## config.mk

```make
export PLATFORM = sky130hd
export DESIGN_NAME = wdog_dualclr
export DESIGN_NICKNAME = d
export VERILOG_FILES = /design/src/rtl/wdog_pkg.sv /design/src/rtl/wdog_tick_sel.sv /design/src/rtl/wdog_clear_ctl.sv /design/src/rtl/wdog_chain.sv /design/src/rtl/wdog_status.sv /design/src/rtl/wdog_dualclr.sv
export SDC_FILE = /design/constraint.sdc
export NUM_CORES = 1
export LEC_CHECK = 0
export BUFFER_PORTS_ARGS = -buffer_cell sky130_fd_sc_hd__buf_2
export CORE_AREA = 2 2 65 67
export CTS_BUF_LIST = sky130_fd_sc_hd__clkbuf_4
export CTS_CLUSTER_DIAMETER = 80
export DETAILED_ROUTE_END_ITERATION = 7
export DIE_AREA = 0 0 67 69
export GPL_TIMING_DRIVEN = 0
export SYNTH_ARGS = -nofsm -noshare
export SYNTH_HDL_FRONTEND = slang
export SYNTH_SLANG_ARGS = --single-unit
export TNS_END_PERCENT = 50
```

## constraint.sdc

```tcl
create_clock -name clk -period 6 [get_ports clk]
set_input_delay 0 -clock clk [delete_from_list [all_inputs] [get_ports clk]]
set_output_delay 0 -clock clk [all_outputs]
set_load 0.1 [all_outputs]
```

## src/rtl/wdog_pkg.sv

```systemverilog
package wdog_pkg;
   typedef enum logic {
      SRC_OSC   = 1'b0,
      SRC_INSTR = 1'b1
   } wdog_src_e;
endpackage

```

## src/rtl/wdog_tick_sel.sv

```systemverilog
module wdog_tick_sel
   import wdog_pkg::*;
#(
   parameter int DIV_BITS = 2
) (
   input  logic      clk,
   input  logic      rst_n,
   input  wdog_src_e src,
   input  logic      osc_tick,
   input  logic      halted,
   output logic      tick
);
   logic instr_tick;

   generate
      if (DIV_BITS < 0) begin : g_bad_div
         $error("wdog_tick_sel: DIV_BITS must not be negative");
      end
      if (DIV_BITS == 0) begin : g_nodiv
         assign instr_tick = 1'b1;
      end else begin : g_div
         logic [DIV_BITS-1:0] phase;
         always_ff @(posedge clk or negedge rst_n) begin
            if (!rst_n) phase <= '0;
            else        phase <= phase + 1'b1;
         end
         assign instr_tick = &phase;


         instr_spacing_chk: assert property (@(posedge clk) disable iff (!rst_n)
            (tick && src == SRC_INSTR) ##1 (src == SRC_INSTR) |-> !tick);
      end
   endgenerate

   always_comb begin
      if (src == SRC_INSTR) tick = instr_tick & ~halted;
      else                  tick = osc_tick;
   end
endmodule

```

## src/rtl/wdog_clear_ctl.sv

```systemverilog
module wdog_clear_ctl (
   input  logic clk,
   input  logic rst_n,
   input  logic en,
   input  logic dual,
   input  logic clr_single,
   input  logic clr_one,
   input  logic clr_two,
   input  logic ext_rst,
   output logic clr_go
);
   logic arm1, arm2;
   logic got1, got2, pair;

   assign got1 = arm1 | clr_one;
   assign got2 = arm2 | clr_two;
   assign pair = en & dual & got1 & got2;
   assign clr_go = dual ? pair : (en & clr_single);

   always_ff @(posedge clk or negedge rst_n) begin
      if (!rst_n) begin
         arm1 <= 1'b0;
         arm2 <= 1'b0;
      end else if (en && (ext_rst || pair)) begin
         arm1 <= 1'b0;
         arm2 <= 1'b0;
      end else if (en && dual) begin
         arm1 <= got1;
         arm2 <= got2;
      end
   end


   arm_hold_chk: assert property (@(posedge clk) disable iff (!rst_n)
      (arm1 && !clr_go && !(en && ext_rst)) |=> arm1);

   single_ignored_chk: assert property (@(posedge clk) disable iff (!rst_n)
      (dual && clr_single && !clr_one && !clr_two && !arm1 && !arm2) |-> !clr_go);
endmodule

```

## src/rtl/wdog_chain.sv

```systemverilog
module wdog_chain #(
   parameter int PRE_BITS  = 8,
   parameter int POST_BITS = 8,
   parameter int TAP_LOW   = 12,
   parameter int SEL_W     = 2
) (
   input  logic             clk,
   input  logic             rst_n,
   input  logic             en,
   input  logic             tick,
   input  logic [SEL_W-1:0] sel,
   input  logic             clr_part,
   input  logic             clr_full,
   output logic             wrap
);
   localparam int NSEL    = 1 << SEL_W;
   localparam int CHAIN_W = PRE_BITS + POST_BITS;

   generate
      if (TAP_LOW - 1 < PRE_BITS) begin : g_bad_tap
         $error("wdog_chain: cleared stages must lie above the prescaler");
      end
      if (TAP_LOW + NSEL > CHAIN_W) begin : g_bad_len
         $error("wdog_chain: chain too short for the largest tap");
      end
   endgenerate

   logic [PRE_BITS-1:0]  pre;
   logic [POST_BITS-1:0] post;
   logic [NSEL-1:0]      term;
   logic [POST_BITS-1:0] keep [NSEL];
   logic [CHAIN_W-1:0]   inc;

   genvar g;
   generate
      for (g = 0; g < NSEL; g++) begin : g_tap
         localparam int TOP = TAP_LOW + g - PRE_BITS;
         assign term[g] = (&pre) & (&post[TOP:0]);
         assign keep[g] = (POST_BITS'(1) << (TOP - 1)) - POST_BITS'(1);
      end
   endgenerate

   assign inc  = {post, pre} + CHAIN_W'(1);
   assign wrap = en & tick & ~clr_part & ~clr_full & term[sel];

   always_ff @(posedge clk or negedge rst_n) begin
      if (!rst_n) begin
         pre  <= '0;
         post <= '0;
      end else if (en) begin
         if (clr_full) begin
            pre  <= '0;
            post <= '0;
         end else if (clr_part) begin
            post <= post & keep[sel];
         end else if (tick) begin
            if (term[sel]) begin
               pre  <= '0;
               post <= '0;
            end else begin
               {post, pre} <= inc;
            end
         end
      end
   end


   hold_when_off_chk: assert property (@(posedge clk) disable iff (!rst_n)
      !en |=> ($stable(pre) && $stable(post)));

   prescaler_untouched_chk: assert property (@(posedge clk) disable iff (!rst_n)
      (en && clr_part && !clr_full) |=> $stable(pre));

   full_zero_chk: assert property (@(posedge clk) disable iff (!rst_n)
      (en && clr_full) |=> (pre == '0 && post == '0));
endmodule

```

## src/rtl/wdog_status.sv

```systemverilog
module wdog_status (
   input  logic clk,
   input  logic rst_n,
   input  logic en,
   input  logic halted,
   input  logic wrap,
   input  logic clr_sw,
   input  logic halt_cmd,
   output logic tmo_pulse,
   output logic chip_rst_req,
   output logic warm_rst_req,
   output logic flag_to,
   output logic flag_pd
);
   always_ff @(posedge clk or negedge rst_n) begin
      if (!rst_n) begin
         tmo_pulse    <= 1'b0;
         chip_rst_req <= 1'b0;
         warm_rst_req <= 1'b0;
         flag_to      <= 1'b0;
         flag_pd      <= 1'b0;
      end else begin
         tmo_pulse    <= wrap;
         chip_rst_req <= wrap & ~halted;
         warm_rst_req <= wrap & halted;
         if (en) begin
            if (halt_cmd) begin
               flag_pd <= 1'b1;
               flag_to <= 1'b0;
            end else if (clr_sw) begin
               flag_pd <= 1'b0;
               flag_to <= 1'b0;
            end
            if (wrap) flag_to <= 1'b1;
         end
      end
   end


   single_pulse_chk: assert property (@(posedge clk) disable iff (!rst_n)
      tmo_pulse |=> !tmo_pulse);

   to_rise_chk: assert property (@(posedge clk) disable iff (!rst_n)
      $rose(flag_to) |-> tmo_pulse);

   one_request_chk: assert property (@(posedge clk) disable iff (!rst_n)
      tmo_pulse |-> (chip_rst_req != warm_rst_req));

   halt_flags_chk: assert property (@(posedge clk) disable iff (!rst_n)
      (en && halt_cmd) |=> (flag_pd && !flag_to));
endmodule

```

## src/rtl/wdog_dualclr.sv

```systemverilog
module wdog_dualclr
   import wdog_pkg::*;
#(
   parameter int PRE_BITS  = 8,
   parameter int POST_BITS = 8,
   parameter int TAP_LOW   = 12,
   parameter int SEL_W     = 2,
   parameter int DIV_BITS  = 2
) (
   input  logic             clk,
   input  logic             rst_n,
   input  logic             cfg_en,
   input  logic             cfg_src,
   input  logic [SEL_W-1:0] cfg_tsel,
   input  logic             cfg_dual,
   input  logic             osc_tick,
   input  logic             halted,
   input  logic             clr_single,
   input  logic             clr_one,
   input  logic             clr_two,
   input  logic             halt_cmd,
   input  logic             ext_rst,
   output logic             tmo_pulse,
   output logic             chip_rst_req,
   output logic             warm_rst_req,
   output logic             flag_to,
   output logic             flag_pd
);
   logic tick, clr_go, clr_part, clr_full, wrap;

   assign clr_part = clr_go | (cfg_en & halt_cmd);
   assign clr_full = cfg_en & ext_rst;

   wdog_tick_sel #(.DIV_BITS(DIV_BITS)) u_tick (
      .clk      (clk),
      .rst_n    (rst_n),
      .src      (wdog_src_e'(cfg_src)),
      .osc_tick (osc_tick),
      .halted   (halted),
      .tick     (tick)
   );

   wdog_clear_ctl u_clr (
      .clk        (clk),
      .rst_n      (rst_n),
      .en         (cfg_en),
      .dual       (cfg_dual),
      .clr_single (clr_single),
      .clr_one    (clr_one),
      .clr_two    (clr_two),
      .ext_rst    (ext_rst),
      .clr_go     (clr_go)
   );

   wdog_chain #(
      .PRE_BITS  (PRE_BITS),
      .POST_BITS (POST_BITS),
      .TAP_LOW   (TAP_LOW),
      .SEL_W     (SEL_W)
   ) u_chain (
      .clk      (clk),
      .rst_n    (rst_n),
      .en       (cfg_en),
      .tick     (tick),
      .sel      (cfg_tsel),
      .clr_part (clr_part),
      .clr_full (clr_full),
      .wrap     (wrap)
   );

   wdog_status u_stat (
      .clk          (clk),
      .rst_n        (rst_n),
      .en           (cfg_en),
      .halted       (halted),
      .wrap         (wrap),
      .clr_sw       (clr_go),
      .halt_cmd     (halt_cmd),
      .tmo_pulse    (tmo_pulse),
      .chip_rst_req (chip_rst_req),
      .warm_rst_req (warm_rst_req),
      .flag_to      (flag_to),
      .flag_pd      (flag_pd)
   );


   quiet_when_off_chk: assert property (@(posedge clk) disable iff (!rst_n)
      !cfg_en |=> (!tmo_pulse && $stable(flag_to) && $stable(flag_pd)));
endmodule

```

# After elaboration in Yosys (flattened, before gate mapping)
# Index checks and enable logic that the tools add are counted.
totals:
  register_bits: 25
  in_bits: 14
  wordCells: 81
op_classes:
  addsub: 2
  n_lt_le_gt_ge: 2
  eq_ne: 1
  mux: 23
  bitwise: 25
  reduce_logical: 18
op_table:
  columns: ["operator", "count"]
  rows:
  - ["8-bit two-way mux", 10]
  - ["1-bit bitwise AND", 17]
  - ["16-bit by 1-bit adder with 16-bit output, second input constant", 1]
  - ["8-bit binary-select mux with 2-bit select", 1]
  - ["8-bit AND reduction", 2]
  - ["1-bit two-way mux", 11]
  - ["8-bit bitwise AND", 1]
  - ["2-bit AND reduction", 4]
  - ["7-bit AND reduction", 1]
  - ["6-bit AND reduction", 1]
  - ["2-bit nonzero test", 3]
  - ["3-bit nonzero test", 2]
  - ["5-bit AND reduction", 1]
  - ["3-bit >= comparator, second input constant", 1]
  - ["2-bit by 3-bit < comparator with 1-bit output, second input constant", 1]
  - ["1-bit inverter", 3]
  - ["2-bit inverter with 3-bit output", 1]
  - ["1-bit OR", 3]
  - ["3-bit AND reduction", 1]
  - ["2-bit by 1-bit adder with 2-bit output, second input constant", 1]
  - ["1-bit binary-select mux with 2-bit select", 1]
  - ["1-bit logical AND", 2]
  - ["2-bit inequality test, second input constant", 1]
  - ["1-bit logical OR", 1]

# Logic depth before layout (Yosys ltp)
# Gate-level depths: netlist of the first run.
logic_depth:
  ltp_word: 11
  mapped_depth: 7
  depth_no_buf: 6

# Modules after synthesis
# From an unflattened synthesis of the first run, not the netlist that was laid out.
hier_totals:
  cells_unflattened: 157
  area_unflattened_um2: 1448.9
by_module_without_submodules:
  columns: ["module", "n_inst", "cells_each", "area_per_inst_um2", "seq_area_each_um2"]
  rows:
  - ["wdog_chain", 1, 123, 1069.8, 400.4]
  - ["wdog_status", 1, 11, 163.9, 125.1]
  - ["wdog_clear_ctl", 1, 14, 117.6, 50.0]
  - ["wdog_tick_sel", 1, 7, 82.6, 50.0]
  - ["wdog_dualclr", 1, 2, 15.0, 0.0]

# Worst setup path before layout of the first run
# Ideal clock, no wire load.
synth_timing:
  kind: "register to register"
  from: "register u_chain.pre[0]"
  to: "register u_chain.post[0]"
  arrival_ns: 2.021
  t_required_ns: 5.879
  setup_slack_ns: 3.858
  path_stages_with_launch: 7
  n_path_buf: 0
  period_less_slack_ns: 2.142
  path_cell_list: "dfrtp_1 > ha_1 > nand3_1 > or4_4 > o311ai_2 > o21ai_0 > a22o_2"
synth_via:
  elab_chain_len: 8
  elab_cells_between_ends: 12
  classes_between: "add/sub (1); mux (6); bitwise (4); reduce/logical (1)"
synth_rtl:
  columns: ["element", "line_no", "source"]
  rows:
  - ["start, declared", "wdog_chain.sv:28", "logic [PRE_BITS-1:0] pre;"]
  - ["start signal, assigned", "wdog_chain.sv:61", "{post, pre} <= inc;"]
  - ["branches (longest 4 deep; another with 16-bit by 1-bit adder with 16-bit output)", null, null]
  - ["8-bit two-way mux *", "wdog_chain.sv:57", "if (term[sel]) begin"]
  - ["8-bit two-way mux *", "wdog_chain.sv:56", "end else if (tick) begin"]
  - ["8-bit two-way mux *", "wdog_chain.sv:54", "end else if (clr_part) begin"]
  - ["8-bit two-way mux *", "wdog_chain.sv:51", "if (clr_full) begin"]
  - ["end signal, assigned", "wdog_chain.sv:55", "post <= post & keep[sel];"]
  - ["end signal, assigned", "wdog_chain.sv:61", null]
  - ["end, declared", "wdog_chain.sv:29", "logic [POST_BITS-1:0] post;"]
# Every way passes the cells marked *. The select of a mux whose other input is x is not followed.
# A chain may end at the register's enable or synchronous reset.

# Worst setup path in the final report of the first run
# Same ends and word-level chain as after synthesis.

==> results.yml, run 1 <==
setup_path:
  crit_fanout: 9
  crit_chain: "ha_1 -> nand3_1 -> or4_4 -> nor3_2 -> nor2_1 -> a22o_2"
  criticalPathCategory: "flop to flop"
  crit_slowest_cell: "or4_4"
  arrival_ns: 2.77
  crit_required_ns: 6.21
  endpoint_kind: "flop"
  start_kind: "flop"
  max_stage_delay_ns: 0.56
die:
  rows: 23
  core_um2: 3910
  ios: 19
  die-height_um: 69
  initial_utilization_pct: 36.7
  dieArea_um2: 4620
  die_w_um: 67
sta:
  hold_viol_final: 0
  setup_viol: 0
  tightest_slew_ns: 0.765
  skew_ns: 0.00628
  rsz0062_at_grt: "false"
  max_slew_margin_pct: 48.6
  final.period_utilization_pct: 42.7
  tns_ns: 0
  min_period_ns: 2.56
  drv_slew: 0
  finalWorstSetupSlack_ns: 3.44
  max_freq_ghz: 0.391
layout:
  layout_common_cells: "25 x dfrtp_1, 19 x buf_2, 10 x nor2_1, 10 x nand2_1"
  nets: 196
  utilization_pct: 42.6
  layout_commonest_cell: "dfrtp_1"
  drive_gt1_share_pct: 20.1
  num_antenna_cells: 0
  syn_to_final_growth_pct: 16.0
synth:
  synth_area_leader_cell: "dfrtp_1"
  ys_ff_latch: 25
  async_flop_share_pct: 100
  synth_seq_area_share_pct: 43.6
  syn_area_per_cell_um2: 9.45
  synth_cell_types: 47
  yosys_warnings: 0
  syn_nets: 168
  synthFlopType: "dfrtp_1"
  synth_cells: 152
  yosysTopAreaCellShare_pct: 43.6
  synth_enable_flop_cells: 0
  synthTopCellsByArea: "dfrtp_1 44%, a31oi_1 3.5%, nand3_1 2.8%, nand2_1 2.6%, nor2_1 2.6%"
  syn_area_um2: 1440
clock_network:
  htreeDepth: 1
  clockBufferDepth: 2
  cts_made_buffers: 3
  clkSinkCount: 25
  post_cts_resize_count: 0
  clk_latency_ns: 0.31
  clock-root-buffer: "clkbuf_4"
  cts_tree: "done"
  post_cts_buffers: 0
  clk_pin_slew_ns: 0.14
min_path:
  hold_path_class: "input pin to flop"
grt:
  grt-ovfl-total: 0
  grt_pass1_vias: 1240
  antenna_found_initial: 0
  grt_usage_pct: 15.9
  grt_pass1_wl_um: 5750
  grt_max_degree: 26
placed_design:
  dpl.hpwl_um: 2570
  io_buffers: 18
  routabilityCongestion: 0.769
  post-place-ws_ns: 3.48
route:
  wl_per_cell_um: 14.9
  first_iter_violations: 33
  avgViaCountPerCell: 5.72
  dr.pass1.iters: 4
  dr_total_vias: 1310
  ant_nets: 0
  drc_errors: 0
  wl_um: 3410
power:
  power.density_nw_per_um2: 186
  p_total_mw: 0.310
  power.leakage_nw: 0.738
  peakVddDrop_mv: 0.135
job:
  max_cap_viol_count: 0
run_status:
  status: "completed"
power by group:
group / switching [mW] / internal (mW) / total [mW]
Clock: 0.0500 / 0.0249 / 0.0749
Sequential: 0.00766 / 0.176 / 0.183
Combinational: 0.0326 / 0.0191 / 0.0517
worst paths after layout:
| kind | startpoint | end | slack, ns | depth (start not counted) |
|---|---|---|---|---|
| max in group asynchronous | rst_n | u_stat.flag_pd | 5.42 | 2 |
| worst min-delay path | cfg_dual | u_clr.arm2 | 0.01 | 3 |
| worst max-delay path | u_chain.pre[0] | u_chain.post[0] | 3.44 | 6 |
| min in group asynchronous | rst_n | u_chain.pre[4] | 0.20 | 2 |
| worst max register to register | u_chain.pre[0] | u_chain.post[0] | 3.44 | 6 |
| worst min register to register | u_tick.g_div.phase[0] | u_tick.g_div.phase[0] | 0.44 | 1 |
area by class of cell:
| class | count | area [µm²] |
|---|---|---|
| multi-input combinational | 115 | 757 |
| sequential | 25 | 626 |
| clock buffer | 3 | 22.5 |
| buffer | 4 | 23.8 |
| timing repair buffer | 23 | 140 |
| tap | 50 | 62.6 |
| inverter | 8 | 30.0 |
| clock inverter | 1 | 5.00 |
| fill | 418 | 2250 |
cells in the mapped netlist (all sizes together), types with 2 or more instances:
cell type,count
and3,3
a21oi,3
or3,6
and2,3
o311ai,2
a21boi,2
dfrtp,25
nand2,10
o31ai,4
ha,2
nand2b,2
buf,2
clkbuf,2
a22o,4
nor2,10
o21ai,6
nand3,8
or2,3
o211ai,2
nor4,5
nor3,8
nor2b,4
nand4,3
o22a,2
inv,8
a31oi,8
a32o,2
or4,2
cell families after synthesis:
| kind of cell | count (synthesis) | synth area share [%] |
|---|---|---|
| xor+xnor | 1 | 0.610 |
| fa+ha+maj | 2 | 1.74 |
| flops | 25 | 43.6 |
| buf+inv | 12 | 3.75 |
| compound gates | 44 | 23.1 |
| simple gates | 68 | 27.3 |
through the flow:
step                      instances  instance area [µm²]  hold WS, ns
after floorplan                 152                 1440       -0.296
after global placement          220                 1590       0.0229
after detailed placement        220                 1590       0.0292
after CTS                       229                 1670      0.00109
after global routing            229                 1670       0.0171
final                           229                 1670       0.0102
worst max-delay path, delay by kind of cell (launching register included):
family	cells	cell delay, ns
AO/OA/AOI/OAI	1	0.28
adder cells (fa/ha/maj)	1	0.22
flip-flops	1	0.42
AND/OR/NAND/NOR	4	1.54
sequential cells by signal, summed over array words and instances, names as in the netlist:
register and cells:
u_chain.post 8, u_chain.pre 8, u_stat.warm_rst_req 1, u_stat.tmo_pulse 1, u_stat.flag_pd 1, u_tick.g_div.phase 2, u_stat.chip_rst_req 1, u_stat.flag_to 1
u_clr.arm2 1, u_clr.arm1 1
routing by layer:
layer	part of all wire, %	wire length, µm	global-route usage, %	up-vias
met5	0	0	0	-
met4	0.56	19	4.76	0
met3	5.4	183	2.45	2
met2	50	1720	26.2	34
met1	44	1490	21.2	640
li1	-	-	-	634
what timing repair did:
item,in CTS,in global routing
setup endpoints to repair,0,0
endpoints found under the hold margin,30,0
hold buffers,5,0
Power figures use the tool's default switching activity.
==> inputs of run 2 (changes only) <==
Clock period 6 ns to 2.45 ns, I/O delays scaled along.
==> run 2 against run 1 <==
  * Routed wire length is 3.6% higher
  * Fmax is 12% higher
  * Critical path depth increased by 1
  * Cell count grew 2.2%
  * Sequential cell count unchanged
  * First-iteration DRC count increased by 9.1%
  * Worst hold slack worse by 0.0024 ns
  * Non-clock buffer count is 5 higher
  * Global-route usage rose by 0.27 points
  * Register-to-register slack lost 3.3 ns
  * Design area up 3.9%
  * Clock skew down 0.0033 ns
  * Largest cell class unchanged
  * Largest power group unchanged
==> results.yml, run 2 (same netlist as run 1, synthesis figures left out) <==
run_status:
  status: "completed"
placed_design:
  dp_cells: 220
  routabilityCongestion: 0.769
  dpl.hpwl_um: 2570
  io_buffers: 18
min_path:
  holdCritStartpoint: "cfg_dual"
  hold_end: "u_clr.arm2"
  whs_path_depth: 3
  hold_path_class: "input pin to flop"
setup_path:
  endpoint_kind: "flop"
  criticalPathCategory: "flop to flop"
  arrival_ns: 2.56
  start_kind: "flop"
  ff2ff_path_depth: 7
  crit_required_ns: 2.72
  timing.rr.end: "u_stat.warm_rst_req"
  worstSetupStartpoint: "u_chain.pre[0]"
  crit_fanout: 8
  r2r_slack_ns: 0.16
  worstReg2RegStart: "u_chain.pre[0]"
route:
  wl_per_cell_um: 15.1
  ant_nets: 0
  drc_errors: 0
  dr_total_vias: 1349
  avgViaCountPerCell: 5.76
  first_iter_violations: 36
  wl_um: 3540
  dr.pass1.iters: 4
clock_network:
  clock-root-buffer: "clkbuf_4"
  clk_latency_ns: 0.32
  clkSinkCount: 25
  clk_pin_slew_ns: 0.14
  clockBufferDepth: 2
  htreeDepth: 1
  cts_tree: "done"
  cts_made_buffers: 3
grt:
  grt_max_degree: 26
  grt_pass1_wl_um: 5840
  antenna_found_initial: 0
  grt_usage_pct: 16.2
  grt_pass1_vias: 1250
  grt-ovfl-total: 0
layout:
  reg_top3: "u_chain.post x8, u_chain.pre x8, u_tick.g_div.phase x2"
  utilization_pct: 44.2
  nets: 201
  instances_no_fill: 234
  layout_commonest_cell: "dfrtp_1"
  syn_to_final_growth_pct: 20.6
  drive_gt1_share_pct: 23.4
  num_antenna_cells: 0
  layout_common_cells: "25 x dfrtp_1, 19 x buf_2, 10 x nor2_1, 10 x nand2_1"
die:
  rows: 23
  core_um2: 3910
  die-height_um: 69
  dieArea_um2: 4620
  initial_utilization_pct: 36.7
  die_w_um: 67
  ios: 19
sta:
  skew_ns: 0.00297
  final.period_utilization_pct: 93.3
  min_period_ns: 2.29
  tns_ns: 0
  setup_viol: 0
  tightest_slew_ns: 0.773
  max_slew_margin_pct: 48.0
  rsz0062_at_grt: "false"
  drv_slew: 0
  hold_viol_final: 0
  max_freq_ghz: 0.438
power:
  power.leakage_nw: 0.780
  peakVddDrop_mv: 0.331
  power.density_nw_per_um2: 445
job:
  max_cap_viol_count: 0
==> run 2: what timing repair did <==
item / CTS / global route
buffers inserted: 0 / 5
endpoints found under the hold margin: 30 / 0
hold buffers: 5 / 0
setup endpoints to repair: 5 / 8
gates resized for setup: 2 / 2
pin swaps: 0 / 2
==> run 2: layout make-up <==
type                    count  area (µm²)
fillers                   415        2180
inverters                   8        30.0
well taps                  50        62.6
clock buffers               3        22.5
repair buffers             28         178
flip-flops and latches     25         626
multi-input cells         115         785
clock inverters             1        5.00
plain buffers               4        23.8
==> run 2: worst max-delay path, stage by stage, from the launching register on <==
cell	delay [ns]
dfrtp_1	0.42
ha_1	0.24
nand3_2	0.15
or4_4	0.56
or3_1	0.40
buf_6	0.15
nor3_4	0.18
and2_1	0.14
==> run 2: worst max path at each step <==
stage,endpoint,slack (ns),cells past startpoint
2_1_floorplan,u_chain.post[0],0.31,6
3_3_place_gp,u_chain.post[0],-0.06,6
3_5_place_dp,u_chain.post[0],-0.07,6
4_1_cts,u_chain.post[0],0.08,6
5_1_grt,u_stat.warm_rst_req,0.03,7
6_report,u_stat.warm_rst_req,0.16,7
==> run 2: report_power, final <==
| group | internal [mW] | switching [mW] |
|---|---|---|
| clock | 0.0611 | 0.125 |
| combinational | 0.0512 | 0.0840 |
| sequential | 0.430 | 0.0188 |
| total | 0.543 | 0.228 |
==> run 2: metal layers <==
layer	vias up	GRT usage, %	part of all wire [%]
li1	648	-	-
met1	656	21.7	41
met2	41	26.6	52
met3	4	2.45	6.4
met4	0	4.76	0.68
met5	-	0	0
==> run 2: through the flow <==
stage	cell area [µm²]	total power, mW	hold slack (ns)	setup WS [ns]
after floorplan	1440	0.534	-0.296	0.308
after global placement	1590	0.574	0.0229	-0.0597
after detailed placement	1590	0.578	0.0292	-0.0658
after CTS	1680	0.773	0.00109	0.0757
after global routing	1730	0.810	0.0171	0.0312
final	1730	0.771	0.00783	0.165
